===== config.mk =====
export PLATFORM = sky130hd
export DESIGN_NAME = bwbus_decoder
export DESIGN_NICKNAME = d
export VERILOG_FILES = /design/src/rtl/bwd_pkg.sv /design/src/rtl/bwd_region.sv /design/src/rtl/bwd_enables.sv /design/src/rtl/bwbus_decoder.sv
export SDC_FILE = /design/constraint.sdc
export NUM_CORES = 1
export LEC_CHECK = 0
export BUFFER_PORTS_ARGS = -buffer_cell sky130_fd_sc_hd__buf_2
export CAP_MARGIN = 0
export CORE_ASPECT_RATIO = 2
export CORE_MARGIN = 1
export CORE_UTILIZATION = 47
export CTS_CLUSTER_SIZE = 10
export DETAILED_ROUTE_END_ITERATION = 7
export PLACE_DENSITY = 0.87
export SYNTH_ARGS = -nofsm -noshare
export SYNTH_HDL_FRONTEND = slang
export SYNTH_HIERARCHICAL = 1
export SYNTH_SLANG_ARGS = --single-unit

===== constraint.sdc =====
create_clock -name clk -period 0.8 [get_ports clk]
set_input_delay 0 -clock clk [delete_from_list [all_inputs] [get_ports clk]]
set_output_delay 0 -clock clk [all_outputs]
set_load 0.01 [all_outputs]

===== src/rtl/bwd_pkg.sv =====
package bwd_pkg;

    localparam int PROC_AW = 16;   // processor address width
    localparam int BUS_AW  = 15;   // byte-wide bus address width
    localparam int N_MEMCE = 4;    // memory chip enables
    localparam int N_PERCE = 4;    // peripheral enables
    localparam int GRAN_LG = 11;   // partition granule = 2 KB
    localparam int BND_W   = 6;    // partition boundary field width

    typedef enum logic [1:0] {
        ACC_NONE   = 2'd0,
        ACC_MEM    = 2'd1,
        ACC_PERIPH = 2'd2,
        ACC_XBUS   = 2'd3
    } acc_kind_e;

    typedef struct packed {
        logic [BUS_AW-1:0]  ba;
        logic [N_MEMCE-1:0] ce_n;
        logic [N_PERCE-1:0] pe_n;
        logic               rw_n;
        logic               xbus;
    } bus_state_t;

endpackage


===== src/rtl/bwd_region.sv =====
module bwd_region
    import bwd_pkg::*;
#(
    parameter int AW     = PROC_AW,
    parameter int GLG    = GRAN_LG,
    parameter int BW     = BND_W
) (
    input  logic [AW-1:0] addr,
    input  logic          fetch,
    input  logic          small_ram,
    input  logic          part_mode,
    input  logic [BW-1:0] bound,
    input  logic          periph_mode,
    output acc_kind_e     kind,
    output logic [AW:0]   phys,
    output logic          wr_ok
);
    // number of granules in the whole processor space
    localparam logic [BW-1:0] MAX_GRAN = BW'(1 << (AW - GLG));

    logic          split_d;
    logic [BW-1:0] bnd_clamped_d;
    logic [AW:0]   bnd_byte_d;
    logic          below_d;

    // partition is only honoured with 32 KB parts
    assign split_d       = part_mode & small_ram;
    assign bnd_clamped_d = (bound > MAX_GRAN) ? MAX_GRAN : bound;
    assign bnd_byte_d    = {{(AW + 1 - BW){1'b0}}, bnd_clamped_d} << GLG;
    assign below_d       = ({1'b0, addr} < bnd_byte_d);

    always_comb begin
        kind  = ACC_MEM;
        phys  = {1'b0, addr};
        wr_ok = 1'b0;
        if (fetch) begin
            // program space is never written through the bus
            wr_ok = 1'b0;
            if (split_d && !below_d) begin
                kind = ACC_XBUS;
            end else begin
                kind = ACC_MEM;
                phys = {1'b0, addr};
            end
        end else if (periph_mode) begin
            kind  = ACC_PERIPH;
            phys  = {1'b0, addr};
            wr_ok = 1'b1;
        end else if (split_d) begin
            // shared space: data under the boundary is program, read only
            kind  = ACC_MEM;
            phys  = {1'b0, addr};
            wr_ok = !below_d;
        end else begin
            // fixed map: data lives in the upper 64 KB of physical space
            kind  = ACC_MEM;
            phys  = {1'b1, addr};
            wr_ok = 1'b1;
        end
    end

endmodule


===== src/rtl/bwd_enables.sv =====
module bwd_enables
    import bwd_pkg::*;
#(
    parameter int AW  = PROC_AW,
    parameter int NCE = N_MEMCE,
    parameter int NPE = N_PERCE
) (
    input  acc_kind_e        kind,
    input  logic [AW:0]      phys,
    input  logic             small_ram,
    output logic [NCE-1:0]   ce_n,
    output logic [NPE-1:0]   pe_n
);
    localparam int CSEL_W = $clog2(NCE);
    localparam int PSEL_W = $clog2(NPE);

    logic [NCE-1:0]    ce_small;
    logic [NCE-1:0]    ce_large;
    logic [CSEL_W-1:0] csel;
    logic [PSEL_W-1:0] psel;
    logic              is_mem;
    logic              is_per;

    assign csel   = phys[AW -: CSEL_W];
    assign psel   = phys[AW-1 -: PSEL_W];
    assign is_mem = (kind == ACC_MEM);
    assign is_per = (kind == ACC_PERIPH);

    // one enable per 32 KB part
    for (genvar gi = 0; gi < NCE; gi++) begin : g_small
        assign ce_small[gi] = !(is_mem && (csel == CSEL_W'(gi)));
    end

    // single large part: enable 0 selects, 1 and 2 become address bits
    if (NCE >= 3) begin : g_large
        always_comb begin
            ce_large = '1;
            if (is_mem) begin
                ce_large[0] = 1'b0;
                ce_large[1] = phys[AW];
                ce_large[2] = phys[AW-1];
            end
        end
    end else begin : g_large_none
        assign ce_large = is_mem ? {{(NCE-1){1'b1}}, 1'b0} : '1;
    end

    assign ce_n = small_ram ? ce_small : ce_large;

    for (genvar gp = 0; gp < NPE; gp++) begin : g_per
        assign pe_n[gp] = !(is_per && (psel == PSEL_W'(gp)));
    end

endmodule


===== src/rtl/bwbus_decoder.sv =====
module bwbus_decoder
    import bwd_pkg::*;
#(
    parameter int AW  = PROC_AW,
    parameter int BAW = BUS_AW,
    parameter int NCE = N_MEMCE,
    parameter int NPE = N_PERCE,
    parameter int GLG = GRAN_LG,
    parameter int BW  = BND_W
) (
    input  logic           clk,
    input  logic           rst_n,
    input  logic           req_valid,
    input  logic [AW-1:0]  req_addr,
    input  logic           req_fetch,
    input  logic           req_write,
    input  logic           ram_small,
    input  logic           part_mode,
    input  logic [BW-1:0]  part_bound,
    input  logic           periph_mode,
    input  logic           hold_off,
    output logic [BAW-1:0] bus_addr,
    output logic [NCE-1:0] mem_ce_n,
    output logic [NPE-1:0] per_ce_n,
    output logic           bus_rw_n,
    output logic           xbus_req
);
    acc_kind_e      kind_d;
    logic [AW:0]    phys_d;
    logic           wr_ok_d;
    logic [NCE-1:0] ce_n_d;
    logic [NPE-1:0] pe_n_d;
    bus_state_t     state_d;
    bus_state_t     state_q;

    bwd_region #(
        .AW (AW),
        .GLG(GLG),
        .BW (BW)
    ) u_region (
        .addr       (req_addr),
        .fetch      (req_fetch),
        .small_ram  (ram_small),
        .part_mode  (part_mode),
        .bound      (part_bound),
        .periph_mode(periph_mode),
        .kind       (kind_d),
        .phys       (phys_d),
        .wr_ok      (wr_ok_d)
    );

    bwd_enables #(
        .AW (AW),
        .NCE(NCE),
        .NPE(NPE)
    ) u_enables (
        .kind     (kind_d),
        .phys     (phys_d),
        .small_ram(ram_small),
        .ce_n     (ce_n_d),
        .pe_n     (pe_n_d)
    );

    always_comb begin
        state_d      = state_q;
        state_d.ce_n = '1;
        state_d.pe_n = '1;
        state_d.rw_n = 1'b1;
        state_d.xbus = 1'b0;
        if (!hold_off && req_valid) begin
            state_d.ba   = req_addr[BAW-1:0];
            state_d.ce_n = ce_n_d;
            state_d.pe_n = pe_n_d;
            state_d.xbus = (kind_d == ACC_XBUS);
            state_d.rw_n = !(req_write && !req_fetch && wr_ok_d &&
                             (kind_d != ACC_XBUS));
        end
    end

    always_ff @(posedge clk or negedge rst_n) begin
        if (!rst_n) begin
            state_q      <= '0;
            state_q.ce_n <= '1;
            state_q.pe_n <= '1;
            state_q.rw_n <= 1'b1;
        end else begin
            state_q <= state_d;
        end
    end

    assign bus_addr = state_q.ba;
    assign mem_ce_n = state_q.ce_n;
    assign per_ce_n = state_q.pe_n;
    assign bus_rw_n = state_q.rw_n;
    assign xbus_req = state_q.xbus;

    // ---------------- assertions ----------------
    p_hold_idle_r2: assert property (@(posedge clk) disable iff (!rst_n)
        hold_off |=> (&mem_ce_n && &per_ce_n && bus_rw_n && !xbus_req));

    p_idle_release_r3: assert property (@(posedge clk) disable iff (!rst_n)
        (!hold_off && !req_valid) |=> (&mem_ce_n && &per_ce_n && !xbus_req
                                        && $stable(bus_addr)));

    p_large_top_off_r5: assert property (@(posedge clk) disable iff (!rst_n)
        (!hold_off && req_valid && !ram_small) |=> mem_ce_n[NCE-1]);

    p_xbus_quiet_r7: assert property (@(posedge clk) disable iff (!rst_n)
        xbus_req |-> (&mem_ce_n && &per_ce_n && bus_rw_n));

    p_fetch_no_write_r8: assert property (@(posedge clk) disable iff (!rst_n)
        (req_valid && req_fetch) |=> bus_rw_n);

    p_pe_onehot_r9: assert property (@(posedge clk) disable iff (!rst_n)
        $onehot0(~per_ce_n));

    p_pe_excludes_ce_r9: assert property (@(posedge clk) disable iff (!rst_n)
        !(&per_ce_n) |-> (&mem_ce_n && !xbus_req));

    p_fetch_no_pe_r10: assert property (@(posedge clk) disable iff (!rst_n)
        (req_valid && req_fetch) |=> &per_ce_n);

    p_write_has_target_r11: assert property (@(posedge clk) disable iff (!rst_n)
        !bus_rw_n |-> (!(&mem_ce_n) || !(&per_ce_n)));

endmodule


# Word level (Yosys, flattened, before mapping)
# Cells that the tools add are included.
[classes]
mux = 13
div_mod_pow = 0
shift = 0
reduce_logical = 27
order_cmp = 2
addsub = 0
n_mul = 0
eq_ne = 10
bitwise_logic = 1
[op_table]
columns = ["operator", "count"]
rows = [
  ["$mux 17", 3],
  ["$lt 16x17->1", 1],
  ["$logic_and 1x1->1", 13],
  ["$eq 2x2->1 const B", 6],
  ["$logic_not 1->1", 12],
  ["$mux 10", 1],
  ["$eq 2x1->1 const B", 3],
  ["$gt 6x6->1 const B", 1],
  ["$mux 2", 3],
  ["$mux 6", 1],
  ["$logic_not 2->1", 2],
  ["$mux 4", 1],
  ["$mux 1", 3],
  ["$mux 3", 1],
  ["$ne 2x2->1 const B", 1],
  ["$and 1x1->1", 1],
]
[totals]
register_bits = 25
latchBits = 0
romBits = 0
elab_cells = 58
ram_bits = 0
n_memories = 0

# Depth between registers and ports, before layout
# Gate-level depths: netlist of run 1.
[logic_depth]
depth_word = 12
depth_mapped = 8
depth_no_buf = 8

# Hierarchy
# Netlist of run 1, hierarchy kept.
[modules_own_cells]
columns = ["mod", "n_inst", "area_per_inst_um2", "seq_area_each_um2", "cells_each"]
rows = [
  ["bwbus_decoder", 1, 965.9, 636.9, 56],
  ["bwd_region", 1, 300.3, 0.0, 38],
  ["bwd_enables", 1, 86.3, 0.0, 13],
]

# Worst setup path before layout of run 1
# No wires, ideal clock.
[synth_path]
kind = "input -> register"
start = "in part_bound[5]"
end = "reg state_q (netlist bit mem_ce_n[3])"
t_required_ns = 0.720
arrival_ns = 1.573
cell_stages = 8
path_slack_ns = -0.853
cell_sequence = "nand2b_1 > ha_1 > or4b_4 > o2111ai_1 > nand3_1 > nor2b_1 > nand4_1 > nand2b_1"
[synth_lines]
columns = ["item", "line_no", "source"]
rows = [
  ["start: declaration", "bwbus_decoder.sv:19", "input logic [BW-1:0] part_bound,"],
  ["end signal: assignment", "bwbus_decoder.sv:87", "state_q <= state_d;"],
  ["end: declaration", "bwbus_decoder.sv:34", "bus_state_t state_q;"],
]

==> Implementation_results.wiki, run 1 <==
{| class="wikitable"
! Metric !! Value
|-
| Status || complete, but fails checks
|-
| Failing checks || setup timing
|-
| Cell area after technology mapping || 0.00125 mm^2
|-
| Startpoint of the lowest-slack hold path || req_addr[11]
|-
| Worst Skew || 0 ns
|-
| Slack of the worst reg-to-reg path || 0.01 ns
|-
| Chip Height || 74.9 um
|-
| Slew margin rel. || 65.8%
|-
| RSZ-0062 raised after global routing || true
|-
| Fraction of layout instances using a drive strength above 1 || 68.1%
|-
| DIE AREA || 0.00288 mm^2
|-
| Highest achievable clock rate || 672 MHz
|-
| Critical Path Slowest Stage Cell || or4b_4
|-
| Worst path arrival time || 1.63 ns
|-
| Startpoint class of the critical path || input port
|-
| Pre-CTS setup slack || -0.987 ns
|-
| Slowest cell delay on critical path || 0.50 ns
|-
| Worst Path Buf+Inv || 3
|-
| Power density over cell area || 1470 mW/mm^2
|-
| Final worst hold slack || 0.00405 ns
|-
| Final layout net count || 218
|-
| Final critical-path share of the clock period || 186%
|-
| Count of unresolved DRC violations after routing || 0
|-
| R2R Path Start || bus_addr[2]
|-
| Final Max Slew Viols || 0
|-
| Clock insertion delay at the later pin of the skew report || 0.25 ns
|-
| Worst Slack Setup Final || -0.688 ns
|-
| Final RePlAce weighted congestion || 0.776
|-
| Number of global-route vias before repair || 1,173
|-
| Floorplan row count || 26
|-
| Routed wire length per instance || 16.6 um
|-
| Number of cells on the worst hold path || 2
|-
| Final-report setup violation count || 21
|-
| Violation count after the first detailed-routing iteration || 19
|-
| Aggregate routed wire length || 3490 um
|-
| Pin count of the biggest net entering global routing || 26
|-
| Via count || 1,091
|-
| Number of H-tree levels || 1
|-
| Cells traversed along the worst timing path || buf_8 > nand2b_4 > ha_4 > or4b_4 > o2111ai_2 > nand3_4 > buf_4 > buf_4 > and3_1
|-
| Buffers added on ports || 55
|-
| Worst-margin pin slew || 0.513 ns
|-
| Total inserted antenna cells || 0
|-
| Root Buffer Master || clkbuf_8
|-
| Reported leakage power || 1.02 nW
|-
| Largest delay share family, worst path || simple AND/OR/NAND/NOR gates
|-
| Nature of the critical path endpoint || register
|-
| Number of clock sinks || 25
|-
| Number of cells traversed by the worst register-to-register path || 1
|-
| Net count of the mapped netlist || 128
|-
| Final instance count without filler cells || 210
|-
| Required time at the worst-slack endpoint || 0.94 ns
|-
| Max Buffers Root-to-Sink || 2
|-
| Overall fraction of global-route tracks in use || 24.7%
|-
| Reg-to-Reg End || bus_addr[2]
|-
| Post-layout minimum cycle time || 1.49 ns
|-
| Vias per cell || 5.20
|-
| Syn Area/Cell || 13.4 um^2
|-
| Hold Fails Final Rpt || 0
|-
| Critical path class || input port to register
|-
| Number of max-capacitance violations reported || 0
|-
| CP max FO || 6
|-
| Number of antenna violations at the first check in global routing || 0
|-
| Global-route wire length before repair || 4960 um
|-
| Detailed placement HPWL || 2210 um
|-
| Hold Path Sink || bus_addr[11]
|-
| Number of iterations in the first detailed-routing pass || 4
|-
| Synthesis-to-finish area growth || 66.3%
|-
| Class of the worst hold path || input port to register
|-
| Most numerous cell on the critical path || buf_4
|-
| Initial Util || 49.2%
|-
| Remaining antenna violation count || 0
|-
| Floorplan die width || 38.4 um
|-
| Num CTS Buffers || 3
|-
| Cells after DPL || 188
|-
| Core ar. || 0.00254 mm^2
|-
| CTS tree || built
|-
| Yosys warning total || 6
|-
| Worst ir drop on vdd || 1.13 mV
|-
| Clock transition at the register clock pins on the worst setup and hold paths after CTS || 0.08 ns
|-
| Instance count of the mapped netlist || 93
|-
| Utilization after layout || 81.8%
|-
| Final global-route overflow total || 0
|-
| I/O Pins || 56
|}
-- what timing repair did --
item                       CTS  global route
hold buffers                12             0
setup buffers                4             2
pin swaps                    5             5
hold endpoints to repair    27             0
resized for setup           15             6
setup endpoints to repair   20            37
-- area by class of cell --
type	instances	area, um^2
Tap cell	28	35.0
Sequential cell	25	637
Timing Repair Buffer	90	666
Fill cell	140	463
Clock buffer	4	45.0
Multi-Input combinational cell	61	684
Inverter	2	7.51
-- worst max-delay path by stage --
| stage | from | end | slack (ns) | depth (start not counted) |
|---|---|---|---|---|
| 2_1_floorplan | part_bound[5] | mem_ce_n[1] | -0.72 | 7 |
| 3_3_place_gp | part_bound[5] | mem_ce_n[1] | -0.89 | 8 |
| 3_5_place_dp | part_bound[5] | per_ce_n[2] | -0.99 | 8 |
| 4_1_cts | part_bound[5] | mem_ce_n[1] | -0.65 | 8 |
| 5_1_grt | part_bound[5] | xbus_req | -0.71 | 9 |
| 6_report | part_bound[5] | xbus_req | -0.69 | 9 |
-- registers in the layout, indices dropped and copies added (netlist names) --
name	count
bus_rw_n	1
mem_ce_n	4
xbus_req	1
bus_addr	15
per_ce_n	4
-- per-layer routing --
layer / wire, um / track usage (%)
met2: 2170 / 51.4
met3: 144 / 1.47
met1: 1090 / 20.7
met4: 78 / 12.6
met5: 0 / 0
-- placed cells by master (no fill, tap or decap), types with 2 or more instances in the layout --
cell type and instances:
buf_2 44, buf_4 21, dfrtp_1 16, dlygate4sd3_1 12, mux2_4 10, buf_6 10
dfstp_2 9, nand2b_4 7, nand2b_1 7, mux2_2 5, ha_4 4, nand2_1 3
nand4_1 3, clkbuf_8 3, nor2b_4 2, and3_1 2, buf_12 2, nand3_1 2
or4b_4 2, a211oi_1 2
-- where the power goes --
group / switching (mW) / internal [mW] / leakage, nW / total, mW
sequential: 0.0686 / 1.39 / 0.285 / 1.46
combinational: 0.376 / 0.523 / 0.708 / 0.899
clock: 0.344 / 0.354 / 0.0228 / 0.699
-- stage by stage --
stage	power, mW	instance area (um^2)	TNS [ns]
after global placement	2.18	1730	-8.52
after global routing	3.21	2070	-7.60
after floorplan	1.86	1320	-6.05
after CTS	3.01	2010	-6.22
final	3.06	2070	-6.79
after detailed placement	2.23	1730	-9.59
Power figures use the tool's default switching activity.
==> run 2: changes to the inputs <==
--- a/config.mk
+++ b/config.mk
@@ -7,13 +7,11 @@
 export LEC_CHECK = 0
 export BUFFER_PORTS_ARGS = -buffer_cell sky130_fd_sc_hd__buf_2
 export CAP_MARGIN = 0
-export CORE_ASPECT_RATIO = 2
 export CORE_MARGIN = 1
-export CORE_UTILIZATION = 47
+export CORE_UTILIZATION = 44
 export CTS_CLUSTER_SIZE = 10
 export DETAILED_ROUTE_END_ITERATION = 7
 export PLACE_DENSITY = 0.87
 export SYNTH_ARGS = -nofsm -noshare
 export SYNTH_HDL_FRONTEND = slang
-export SYNTH_HIERARCHICAL = 1
 export SYNTH_SLANG_ARGS = --single-unit
==> run 2 against run 1 <==
Against the previous run:
- the flow still finishes with violations (setup timing)
- routed wire length grew 13%
- global-route usage up 4.4 points
- utilization grew 4.4 points
- synthesized area fell by 11%
- sequential power barely moved
- first-iteration DRC count rose by 68%
==> Implementation_results.wiki, run 2 <==
{| class="wikitable"
! Metric !! Value
|-
| Final critical-path share of the clock period || 130%
|-
| Top FF cell, synth || dfrtp_1
|-
| Number of flops mapped to enable cells by yosys || 0
|-
| Number of max-capacitance violations reported || 0
|-
| Reg-to-Reg End || bus_addr[8]
|-
| Floorplan die width || 52.1 um
|-
| Final sum of negative setup slack || -3.77 ns
|-
| DIE AREA || 0.00272 mm^2
|-
| Critical path class || input port to register
|-
| Floorplan row count || 17
|-
| Yosys warning total || 0
|-
| Number of storage elements in the synthesis netlist || 25
|-
| Most common library cell in the layout ignoring fill and taps || buf_2
|-
| Number of cells traversed by the worst register-to-register path || 1
|-
| Via count || 1,077
|-
| Syn Area/Cell || 13.6 um^2
|-
| Class of the worst hold path || input port to register
|-
| Final-report setup violation count || 34
|-
| Cells after DPL || 175
|-
| Max Buffers Root-to-Sink || 2
|-
| Area fraction of the dominant cell type after synthesis || 36.2%
|-
| Distinct cell type count of the synthesized netlist || 25
|-
| Root Buffer Master || clkbuf_4
|-
| Worst Skew || 0 ns
|-
| Net count of the mapped netlist || 116
|-
| Hold Fails Final Rpt || 0
|-
| Highest achievable clock rate || 962 MHz
|-
| Power density over cell area || 1470 mW/mm^2
|-
| Worst path arrival time || 1.24 ns
|-
| Global-route wire length before repair || 5440 um
|-
| Detailed placement HPWL || 1910 um
|-
| Violation count after the first detailed-routing iteration || 32
|-
| Number of clock sinks || 25
|-
| Routed wl met2 || 2020 um
|-
| Met3 routed WL || 234 um
|-
| Cell area after technology mapping || 0.00110 mm^2
|-
| Worst Slack Setup Final || -0.239 ns
|-
| Number of H-tree levels || 1
|-
| RSZ-0062 raised after global routing || true
|-
| Most used cells in the layout excluding fill and tap cells || buf_2, dlygate4sd3_1, buf_4, dfrtp_1, mux2_4
|-
| Pin count of the biggest net entering global routing || 26
|-
| Final RePlAce weighted congestion || 0.730
|-
| CP max FO || 6
|-
| R2R Path Start || bus_addr[8]
|-
| Topmost layer with routed signal wires || met4
|-
| Status || complete, but fails checks
|-
| Slew margin rel. || 64.5%
|-
| Met1 wire length || 1530 um
|-
| Largest register FFs || 15
|-
| Synthesis-to-finish area growth || 79.2%
|-
| I/O Pins || 56
|-
| Failing checks || setup timing
|-
| Count of unresolved DRC violations after routing || 0
|-
| Seq/Total Area, Yosys || 57.6%
|-
| Reported leakage power || 0.942 nW
|-
| Area occupied by registers || 637 um^2
|-
| Origin of the worst setup path || part_bound[5]
|-
| Clock insertion delay at the later pin of the skew report || 0.31 ns
|-
| Number of iterations in the first detailed-routing pass || 4
|-
| Startpoint class of the critical path || input port
|-
| Aggregate routed wire length || 3930 um
|-
| Multi-input gate area in the final layout || 591 um^2
|-
| Core ar. || 0.00230 mm^2
|-
| Total inserted antenna cells || 0
|-
| Number of antenna violations at the first check in global routing || 0
|-
| Buffers added on ports || 55
|-
| Async SR Flop Fraction || 100%
|-
| Top cells by instance count after synthesis || dfrtp_1, mux2_1, dfstp_2
|-
| Instance count of the mapped netlist || 81
|-
| Final-layout fill cell count || 111
|-
| Final global-route overflow total || 0
|-
| Final layout net count || 212
|-
| Overall fraction of global-route tracks in use || 29.0%
|-
| Number of global-route vias before repair || 1,166
|-
| Worst-margin pin slew || 0.533 ns
|-
| Startpoint of the lowest-slack hold path || part_mode
|-
| Final instance count without filler cells || 204
|-
| Leading cell types by total area after synthesis || dfrtp_1, dfstp_2, mux2_1
|-
| Fraction of layout instances using a drive strength above 1 || 64.2%
|-
| Number of cells on the worst hold path || 3
|-
| Num CTS Buffers || 3
|-
| Clock transition at the register clock pins on the worst setup and hold paths after CTS || 0.14 ns
|-
| Required time at the worst-slack endpoint || 1.00 ns
|-
| Vias per cell || 5.28
|-
| Routed wire length per instance || 19.3 um
|-
| Post-layout minimum cycle time || 1.04 ns
|-
| Chip Height || 52.1 um
|-
| Hold Path Sink || mem_ce_n[2]
|-
| Count of hold buffers inserted by post-cts repair || 21
|-
| Worst ir drop on vdd || 1.38 mV
|-
| Largest area contributor in the netlist || dfrtp_1
|-
| Remaining antenna violation count || 0
|-
| Nature of the critical path endpoint || register
|-
| Final Max Slew Viols || 0
|-
| Initial Util || 48.1%
|-
| Most repeated cell in the gate-level netlist after synthesis || dfrtp_1
|-
| Slack of the worst reg-to-reg path || -0.03 ns
|-
| CTS tree || built
|}
run 2: cell types whose count changed in the layout (fill, tap and decap cells not counted), moves of 3 or more:
cell	change
mux2_4	+3
clkbuf_8	-3
buf_4	-4
nand2b_4	-3
clkbuf_4	+3
nand2b_1	-5
nor2_1	+5
dlygate4sd3_1	+9
mux2_2	-5
run 2: power breakdown:
part / internal, mW / total [mW] / switching (mW) / leakage (nW)
Sequential: 1.39 / 1.47 / 0.0783 / 0.285
Combinational: 0.502 / 0.878 / 0.376 / 0.640
Clock: 0.188 / 0.567 / 0.379 / 0.0177
run 2: critical path: stages:
cell and delay, ns:
buf_8 0.10, nand2b_4 0.14, ha_4 0.24, a211oi_2 0.20, nor3_2 0.09, buf_4 0.14
o311ai_1 0.33
run 2: layer usage:
metal  global-route usage, %  up-vias
met1                    31.0      497
met2                    54.7       80
met5                       0        -
li1                        -      483
met4                    13.5        0
met3                    4.39       17
run 2: cell type report:
type | instances | area share (%)
Clock buffer | 3 | 1.14
Clock inverter | 1 | 0.253
Inverter | 1 | 0.190
Multi-Input combinational cell | 53 | 29.8
Sequential cell | 25 | 32.2
Tap cell | 28 | 1.77
Timing Repair Buffer | 93 | 34.6
run 2: kinds of logic after synthesis:
kind of cell	Yosys count	share of synthesized area, %
and+or+nand+nor	28	16.2
AOI/OAI and AO/OA	6	4.53
muxes	15	15.3
adders and majority gates	4	4.53
buffers and inverters	3	1.81
DFF	25	57.6
run 2: stage by stage:
step / cell area [um^2] / total power, mW / hold slack (ns) / utilization (%) / setup slack, ns
after floorplan: 1220 / 1.79 / -0.296 / - / -0.268
after global placement: 1600 / 2.10 / -0.00555 / 69.8 / -0.502
after detailed placement: 1600 / 2.13 / 0.00228 / 69.8 / -0.591
after CTS: 1940 / 2.78 / 0.000262 / 84.3 / -0.224
after global routing: 1980 / 3.05 / 0.0137 / 86.2 / -0.272
final: 1980 / 2.92 / 0.00236 / 86.2 / -0.239
run 2: how the worst max path moves through the flow:
stage / to / slack, ns / cells after the start
2_1_floorplan: xbus_req / -0.27 / 6
3_3_place_gp: xbus_req / -0.50 / 7
3_5_place_dp: xbus_req / -0.59 / 7
4_1_cts: xbus_req / -0.22 / 7
5_1_grt: xbus_req / -0.27 / 7
6_report: bus_rw_n / -0.24 / 7
run 2: timing repair:
| action | in CTS | in global routing |
|---|---|---|
| gates cloned | 0 | 0 |
| hold endpoints to repair | 44 | 1 |
| resized for setup | 14 | 7 |
| pin swaps | 8 | 6 |
| setup buffers | 2 | 2 |
| endpoints found under the setup margin | 29 | 36 |
